### config.mk
export PLATFORM = sky130hd
export DESIGN_NAME = spd_eeprom_slave
export DESIGN_NICKNAME = d
export VERILOG_FILES = /design/src/rtl/spd_rom_pkg.sv /design/src/rtl/spd_line_sampler.sv /design/src/rtl/spd_rom.sv /design/src/rtl/spd_eeprom_slave.sv
export SDC_FILE = /design/constraint.sdc
export NUM_CORES = 1
export LEC_CHECK = 0
export BUFFER_PORTS_ARGS = -buffer_cell sky130_fd_sc_hd__buf_2
export CAP_MARGIN = 15
export CELL_PAD_IN_SITES_DETAIL_PLACEMENT = 0
export CELL_PAD_IN_SITES_GLOBAL_PLACEMENT = 1
export CORE_ASPECT_RATIO = 1.2
export CORE_MARGIN = 3
export CORE_UTILIZATION = 40
export CTS_CLUSTER_DIAMETER = 80
export DETAILED_ROUTE_END_ITERATION = 16
export GPL_TIMING_DRIVEN = 0
export PLACE_DENSITY = 0.71
export REMOVE_ABC_BUFFERS = 1
export SKIP_CTS_REPAIR_TIMING = 1
export SYNTH_ARGS = -nofsm -noshare
export SYNTH_HDL_FRONTEND = slang
export SYNTH_HIERARCHICAL = 1
export SYNTH_SLANG_ARGS = --single-unit
### constraint.sdc
create_clock -name clk_i -period 6.8 [get_ports clk_i]
set_clock_uncertainty 0.15 [all_clocks]
set_input_delay 1.02 -clock clk_i [delete_from_list [all_inputs] [get_ports clk_i]]
set_output_delay 1.02 -clock clk_i [all_outputs]
set_load 0.02 [all_outputs]
### src/rtl/spd_rom_pkg.sv
`timescale 1ns/1ps
package spd_rom_pkg;

    localparam int unsigned BYTE_W    = 8;
    localparam int unsigned ADDR_W    = 8;
    localparam int unsigned ROM_DEPTH = 1 << ADDR_W;
    localparam int unsigned ROM_BITS  = BYTE_W * ROM_DEPTH;
    // slot index at which the command byte is complete
    localparam int unsigned CMD_END   = BYTE_W + 1;
    // slot index at which the address or data byte is complete
    localparam int unsigned BYTE_END  = CMD_END + ADDR_W;
    localparam int unsigned TICK_W    = $clog2(BYTE_END + 1);

    localparam int unsigned HEAD_LEN  = 8;
    localparam logic [HEAD_LEN*BYTE_W-1:0] SPD_HEAD = 64'h80_08_04_0D_0A_01_40_00;
    localparam logic [BYTE_W-1:0] FILL_KEY = 8'h5A;

    typedef struct packed {
        logic [TICK_W-1:0] tick;
        logic              ack;
        logic              rd_mode;
        logic [ADDR_W-1:0] addr;
        logic [BYTE_W-1:0] data;
        logic              sda_out;
    } seq_state_t;

    typedef struct packed {
        logic scl;
        logic sda;
    } line_state_t;

    function automatic logic [ROM_BITS-1:0] default_image();
        logic [ROM_BITS-1:0] img;
        img = '0;
        for (int i = 0; i < ROM_DEPTH; i++) begin
            if (i < HEAD_LEN)
                img[i*BYTE_W +: BYTE_W] = SPD_HEAD[(HEAD_LEN-1-i)*BYTE_W +: BYTE_W];
            else
                img[i*BYTE_W +: BYTE_W] = BYTE_W'(i) ^ FILL_KEY;
        end
        return img;
    endfunction

endpackage

### src/rtl/spd_line_sampler.sv
`timescale 1ns/1ps
module spd_line_sampler
    import spd_rom_pkg::*;
(
    input  logic clk_i,
    input  logic rst_ni,
    input  logic scl_i,
    input  logic sda_i,
    output logic scl_rise_o,
    output logic scl_fall_o,
    output logic start_o,
    output logic stop_o,
    output logic bit_ok_o,
    output logic bit_val_o
);

    line_state_t line_d, line_q;

    always_comb begin
        line_d.scl = scl_i;
        line_d.sda = sda_i;
    end

    always_ff @(posedge clk_i or negedge rst_ni) begin
        if (!rst_ni) begin
            line_q <= '{scl: 1'b1, sda: 1'b1};
        end else begin
            line_q <= line_d;
        end
    end

    always_comb begin
        scl_rise_o = !line_q.scl && scl_i;
        scl_fall_o = line_q.scl && !scl_i;
        start_o    = line_q.scl && scl_i && line_q.sda && !sda_i;
        stop_o     = line_q.scl && scl_i && !line_q.sda && sda_i;
        bit_ok_o   = scl_rise_o && (line_q.sda == sda_i);
        bit_val_o  = sda_i;
    end

    // a bus condition never coincides with a clock edge
    cond_excl_chk: assert property (@(posedge clk_i) disable iff (!rst_ni)
        (start_o || stop_o) |-> !(scl_rise_o || scl_fall_o));

endmodule

### src/rtl/spd_rom.sv
`timescale 1ns/1ps
module spd_rom
    import spd_rom_pkg::*;
#(
    parameter logic [ROM_BITS-1:0] INIT_IMAGE = default_image()
) (
    input  logic [ADDR_W-1:0] addr_i,
    output logic [BYTE_W-1:0] data_o
);

    logic [BYTE_W-1:0] cell_w [ROM_DEPTH];

    for (genvar g = 0; g < ROM_DEPTH; g++) begin : g_cell
        assign cell_w[g] = INIT_IMAGE[g*BYTE_W +: BYTE_W];
    end

    assign data_o = cell_w[addr_i];

endmodule

### src/rtl/spd_eeprom_slave.sv
`timescale 1ns/1ps
module spd_eeprom_slave
    import spd_rom_pkg::*;
#(
    parameter logic [ROM_BITS-1:0] INIT_IMAGE = default_image()
) (
    input  logic clk_i,
    input  logic rst_ni,
    input  logic scl_i,
    input  logic sda_i,
    output logic sda_o
);

    localparam logic [TICK_W-1:0] TICK_CMD  = TICK_W'(CMD_END);
    localparam logic [TICK_W-1:0] TICK_LAST = TICK_W'(BYTE_END - 1);
    localparam logic [TICK_W-1:0] TICK_ONE  = TICK_W'(1);

    logic scl_rise, scl_fall, start_seen, stop_seen, bit_ok, bit_val;
    logic [ADDR_W-1:0] lookup_addr;
    logic [BYTE_W-1:0] rom_data;

    seq_state_t st_d, st_q;

    spd_line_sampler u_sampler (
        .clk_i      (clk_i),
        .rst_ni     (rst_ni),
        .scl_i      (scl_i),
        .sda_i      (sda_i),
        .scl_rise_o (scl_rise),
        .scl_fall_o (scl_fall),
        .start_o    (start_seen),
        .stop_o     (stop_seen),
        .bit_ok_o   (bit_ok),
        .bit_val_o  (bit_val)
    );

    spd_rom #(
        .INIT_IMAGE (INIT_IMAGE)
    ) u_rom (
        .addr_i (lookup_addr),
        .data_o (rom_data)
    );

    // fetch address used when a byte completes
    always_comb begin
        if (st_q.rd_mode)
            lookup_addr = st_q.addr + ADDR_W'(1);
        else
            lookup_addr = {st_q.addr[ADDR_W-2:0], bit_val};
    end

    always_comb begin
        st_d = st_q;
        if (start_seen) begin
            st_d.tick    = TICK_ONE;
            st_d.ack     = 1'b0;
            st_d.sda_out = 1'b1;
        end else if (stop_seen) begin
            st_d.tick    = '0;
            st_d.ack     = 1'b0;
            st_d.sda_out = 1'b1;
        end else if (scl_fall) begin
            st_d.sda_out = 1'b1;
        end else if (scl_rise && (st_q.tick != '0 || st_q.ack)) begin
            if (st_q.ack) begin
                st_d.sda_out = 1'b0;
                st_d.ack     = 1'b0;
            end else if (bit_ok) begin
                if (st_q.tick < TICK_CMD) begin
                    st_d.rd_mode = bit_val;
                    st_d.tick    = st_q.tick + TICK_ONE;
                    if (st_q.tick == TICK_CMD - TICK_ONE)
                        st_d.ack = 1'b1;
                end else begin
                    if (st_q.rd_mode) begin
                        st_d.sda_out = st_q.data[BYTE_W-1];
                        st_d.data    = {st_q.data[BYTE_W-2:0], 1'b0};
                    end else begin
                        st_d.addr = {st_q.addr[ADDR_W-2:0], bit_val};
                    end
                    if (st_q.tick == TICK_LAST) begin
                        st_d.data = rom_data;
                        st_d.ack  = 1'b1;
                        st_d.tick = '0;
                        if (st_q.rd_mode)
                            st_d.addr = lookup_addr;
                    end else begin
                        st_d.tick = st_q.tick + TICK_ONE;
                    end
                end
            end
        end
    end

    always_ff @(posedge clk_i or negedge rst_ni) begin
        if (!rst_ni) begin
            st_q.tick    <= '0;
            st_q.ack     <= 1'b0;
            st_q.rd_mode <= 1'b0;
            st_q.addr    <= '0;
            st_q.data    <= INIT_IMAGE[BYTE_W-1:0];
            st_q.sda_out <= 1'b1;
        end else begin
            st_q <= st_d;
        end
    end

    assign sda_o = st_q.sda_out;


    start_rearm_chk: assert property (@(posedge clk_i) disable iff (!rst_ni)
        start_seen |=> (st_q.tick == TICK_ONE && !st_q.ack));


    stop_idle_chk: assert property (@(posedge clk_i) disable iff (!rst_ni)
        stop_seen |=> (st_q.tick == '0 && !st_q.ack && sda_o));


    idle_addr_chk: assert property (@(posedge clk_i) disable iff (!rst_ni)
        (st_q.tick == '0 && !st_q.ack) |=> $stable(st_q.addr));


    drive_on_rise_chk: assert property (@(posedge clk_i) disable iff (!rst_ni)
        $fell(sda_o) |-> $past(scl_rise));


    release_low_chk: assert property (@(posedge clk_i) disable iff (!rst_ni)
        scl_fall |=> sda_o);


    ack_slot_chk: assert property (@(posedge clk_i) disable iff (!rst_ni)
        st_q.ack |-> (st_q.tick == TICK_CMD || st_q.tick == '0));

endmodule

==> results by group <==
Final layout
  – Post-route cell area: 1884 um^2
  – Antenna diodes: 0
  – Layout cells sized above 1: 0.1146
  – Area grow syn2layout: 2.519%
  – Final #Nets: 200
  – Most common cell after layout, fill and taps aside: dfrtp_1
  – Fill cells: 442
  – Most frequent cells in the layout: 22 x dfrtp_1, 14 x a21oi_1, 12 x nor2_1, 11 x nand2_1

STA
  – Final min period: 3119 ps
  – Final setup viols: 0
  – Fraction of the cycle the final worst path needs: 0.4587
  – TNS Setup: 0 ps
  – Final hold vios: 0
  – Slew HR: 0.5090
  – Max Transition Viols Final: 0
  – RSZ-0062 raised after global routing: no
  – Max frequency: 0.3206 GHz
  – Measured slew at the worst slew-check pin: 736.5 ps

Min path
  – Worst hold stages: 1
  – Hold worst-path end: sda_o
  – HP Start: st_q[18]
  – Worst hold path type: reg -> reg

Setup path
  – Crit end category: flip-flop
  – Crit-path leading delay family: compound AO/OA/AOI/OAI gates
  – Crit path launch type: primary input
  – Crit path DAT: 3170 ps
  – CP Cell Sequence: buf_2 -> nor2b_2 -> and2_1 -> and4bb_1 -> o211a_1 -> a21boi_4 -> a2bb2oi_1
  – Crit Path Max Fanout: 18
  – R2r setup slk: 4090 ps
  – Cells on worst reg2reg path: 7
  – Setup crit start: scl_i
  – Data required, critical path: 6850 ps
  – Worst r2r dst: st_q[7]
  – R2r startpoint: st_q[17]
  – Crit Path Class: in -> reg
  – WP buf/inv: 1
  – CP max-delay cell: o211a_1
  – Crit path largest cell delay: 610 ps

Clock tree
  – TritonCTS clock tree: yes
  – H-tree lvl count: 1
  – Clk root buf: clkbuf_8
  – Clock buffer depth: 2
  – Clock Sinks: 26
  – Worst-path clk slew: 100 ps
  – Later-pin clock latency in the skew report: 270 ps
  – CTS Buf Count: 3

Logic synthesis
  – Post-synth EDFFs: 0
  – Cell area after synthesis: 1838 um^2
  – Sequential cell area fraction in the yosys report: 0.3567
  – Cells after Synth: 202
  – Top_reg_cell synth: dfrtp_1
  – Post-synthesis mux area share: 0.05242
  – Synth Area in Compound Gates: 0.2818
  – Avg Inst Size Synth: 9.099 um^2
  – Yosys warnings: 6
  – Area share of fa/ha/maj cells after synthesis: 0.02042
  – Synthesized flop and latch total: 26
  – Synth async-reset ratio: 1.000
  – Post-Synth XOR/XNOR Area: 0.01906
  – Simple-gate share of the synthesized area: 0.1954
  – Synth unique cells: 58
  – Main combinational cell family by area after synthesis: compound AO/OA/AOI/OAI gates

Routing
  – # DRC: 0
  – First-iteration detailed-routing DRC count: 133
  – Via Count: 1526
  – Wire per inst: 16.43 um
  – 1st-pass router iterations: 4
  – Final wirelength: 4075 um
  – Via/cell ratio: 6.153
  – DRT antenna net count: 0

Power
  – Peak supply drop: 0.0001085 V
  – P per Cell Area: 188.4 nW/um^2
  – Pleak: 0.7433 nW

GRT
  – Antenna violations before repair: 0
  – Vias in the first global route: 1515
  – Total congestion overflow: 0
  – Largest net degree at the start of global routing: 27
  – Tot GR Track Use: 0.1652
  – First-pass GRT wire length: 6975 um

Floorplan
  – Die X: 67.88 um
  – Core Rows: 26
  – Core area: 4359 um^2
  – Ports: 5
  – Die Area: 5448 um^2
  – Initial Util: 0.4216
  – Die Y: 80.26 um

Place
  – Area of placed instances: 1829 um^2
  – Dpl hpwl: 2940 um
  – I/O Buffers: 4
  – Routability cong.: 0.8654

Run
  – Max-cap viol count: 0

Status
  – Outcome: finished clean
[layer usage]
layer	up-vias	share of wire	track usage
met5	-	0	0
met4	0	0.019	0.06163
met3	8	0.040	0.03077
met2	40	0.49	0.2804
met1	735	0.45	0.2038
li1	743	-	-
[state kept, by name (all words and copies together) (netlist names), named ones only]
name and count:
sda_o 1, u_sampler/line_q 2, st_q 22
[cell usage after synthesis (all sizes together), types with 2 or more instances]
library cell   n  share of area
dfrtp         22           0.30
a21oi         14          0.038
nand2         12          0.026
nor2          12          0.025
clkbuf        10          0.021
o21ai         10          0.027
o22ai         10          0.034
inv            9          0.018
a2bb2oi        8          0.038
buf            8          0.033
a31oi          7          0.024
mux2i          7          0.038
and2           4          0.014
dfstp          4          0.057
nor2b          4          0.015
nor3           4          0.017
xnor2          4          0.019
a32o           3          0.016
ha             3          0.020
nand3          3         0.0082
nand4          3          0.010
nor4           3          0.010
a22oi          2         0.0082
a32oi          2         0.0095
and4bb         2          0.014
mux2           2          0.014
nand4bb        2          0.012
nor3b          2          0.014
o2111ai        2         0.0095
o211ai         2         0.0082
o31ai          2         0.0082
[worst max-delay path by stage]
stage	depth (start not counted)	slack, ps	end
final	7	3680	st_q[6]
after global placement	7	3490	st_q[4]
after floorplan	6	3980	st_q[8]
after detailed placement	7	3380	st_q[6]
after CTS	7	3670	st_q[6]
after global routing	7	3500	st_q[2]
[report_power, final]
group | leakage, nW | internal [W] | switching, W
logic | 0.377 | 0.0000294 | 0.0000419
registers | 0.337 | 0.000163 | 0.0000183
clock network | 0.0288 | 0.0000518 | 0.0000504
total | 0.743 | 0.000244 | 0.000111
[worst reg2reg max path, stage by stage (launching register included)]
cell and delay, ps:
dfrtp_1 830, clkinv_1 490, mux2i_1 370, inv_1 130, a31oi_1 180, a21oi_1 110
o22ai_1 210, a2bb2oi_1 110
[logic make-up (layout without fill, tap and decap cells)]
kind of cell / count (synthesis) / in the layout
AO/OA/AOI/OAI: 74 / 74
AND/OR/NAND/NOR: 58 / 58
buffers and inverters: 28 / 18
flip-flops: 26 / 26
multiplexers: 9 / 9
XOR/XNOR: 4 / 4
adder cells (fa/ha/maj): 3 / 3
[area by class of cell]
| class | instances | area, um^2 | share of cell area |
|---|---|---|---|
| multi-input combinational | 148 | 1046 | 0.5551 |
| sequential | 26 | 655.6 | 0.3479 |
| tap | 56 | 70.07 | 0.03718 |
| clock buffer | 4 | 55.05 | 0.02922 |
| inverter | 10 | 37.54 | 0.01992 |
| timing repair buffer | 4 | 20.02 | 0.01062 |
[metrics by stage]
stage / hold slack (ps) / worst slack, ps / power [W] / cells / utilization
global route: 381.5 / 3497 / 0.0003793 / 248 / 0.4323
finish: 355.4 / 3681 / 0.0003549 / 248 / 0.4323
floorplan: 282.9 / 3981 / 0.0002343 / 184 / -
detailed placement: 348.5 / 3379 / 0.0002552 / 244 / 0.4196
CTS: 362.0 / 3670 / 0.0003595 / 248 / 0.4323
global placement: 333.5 / 3487 / 0.0002528 / 244 / 0.4196
(Power assumes the default switching activity.)
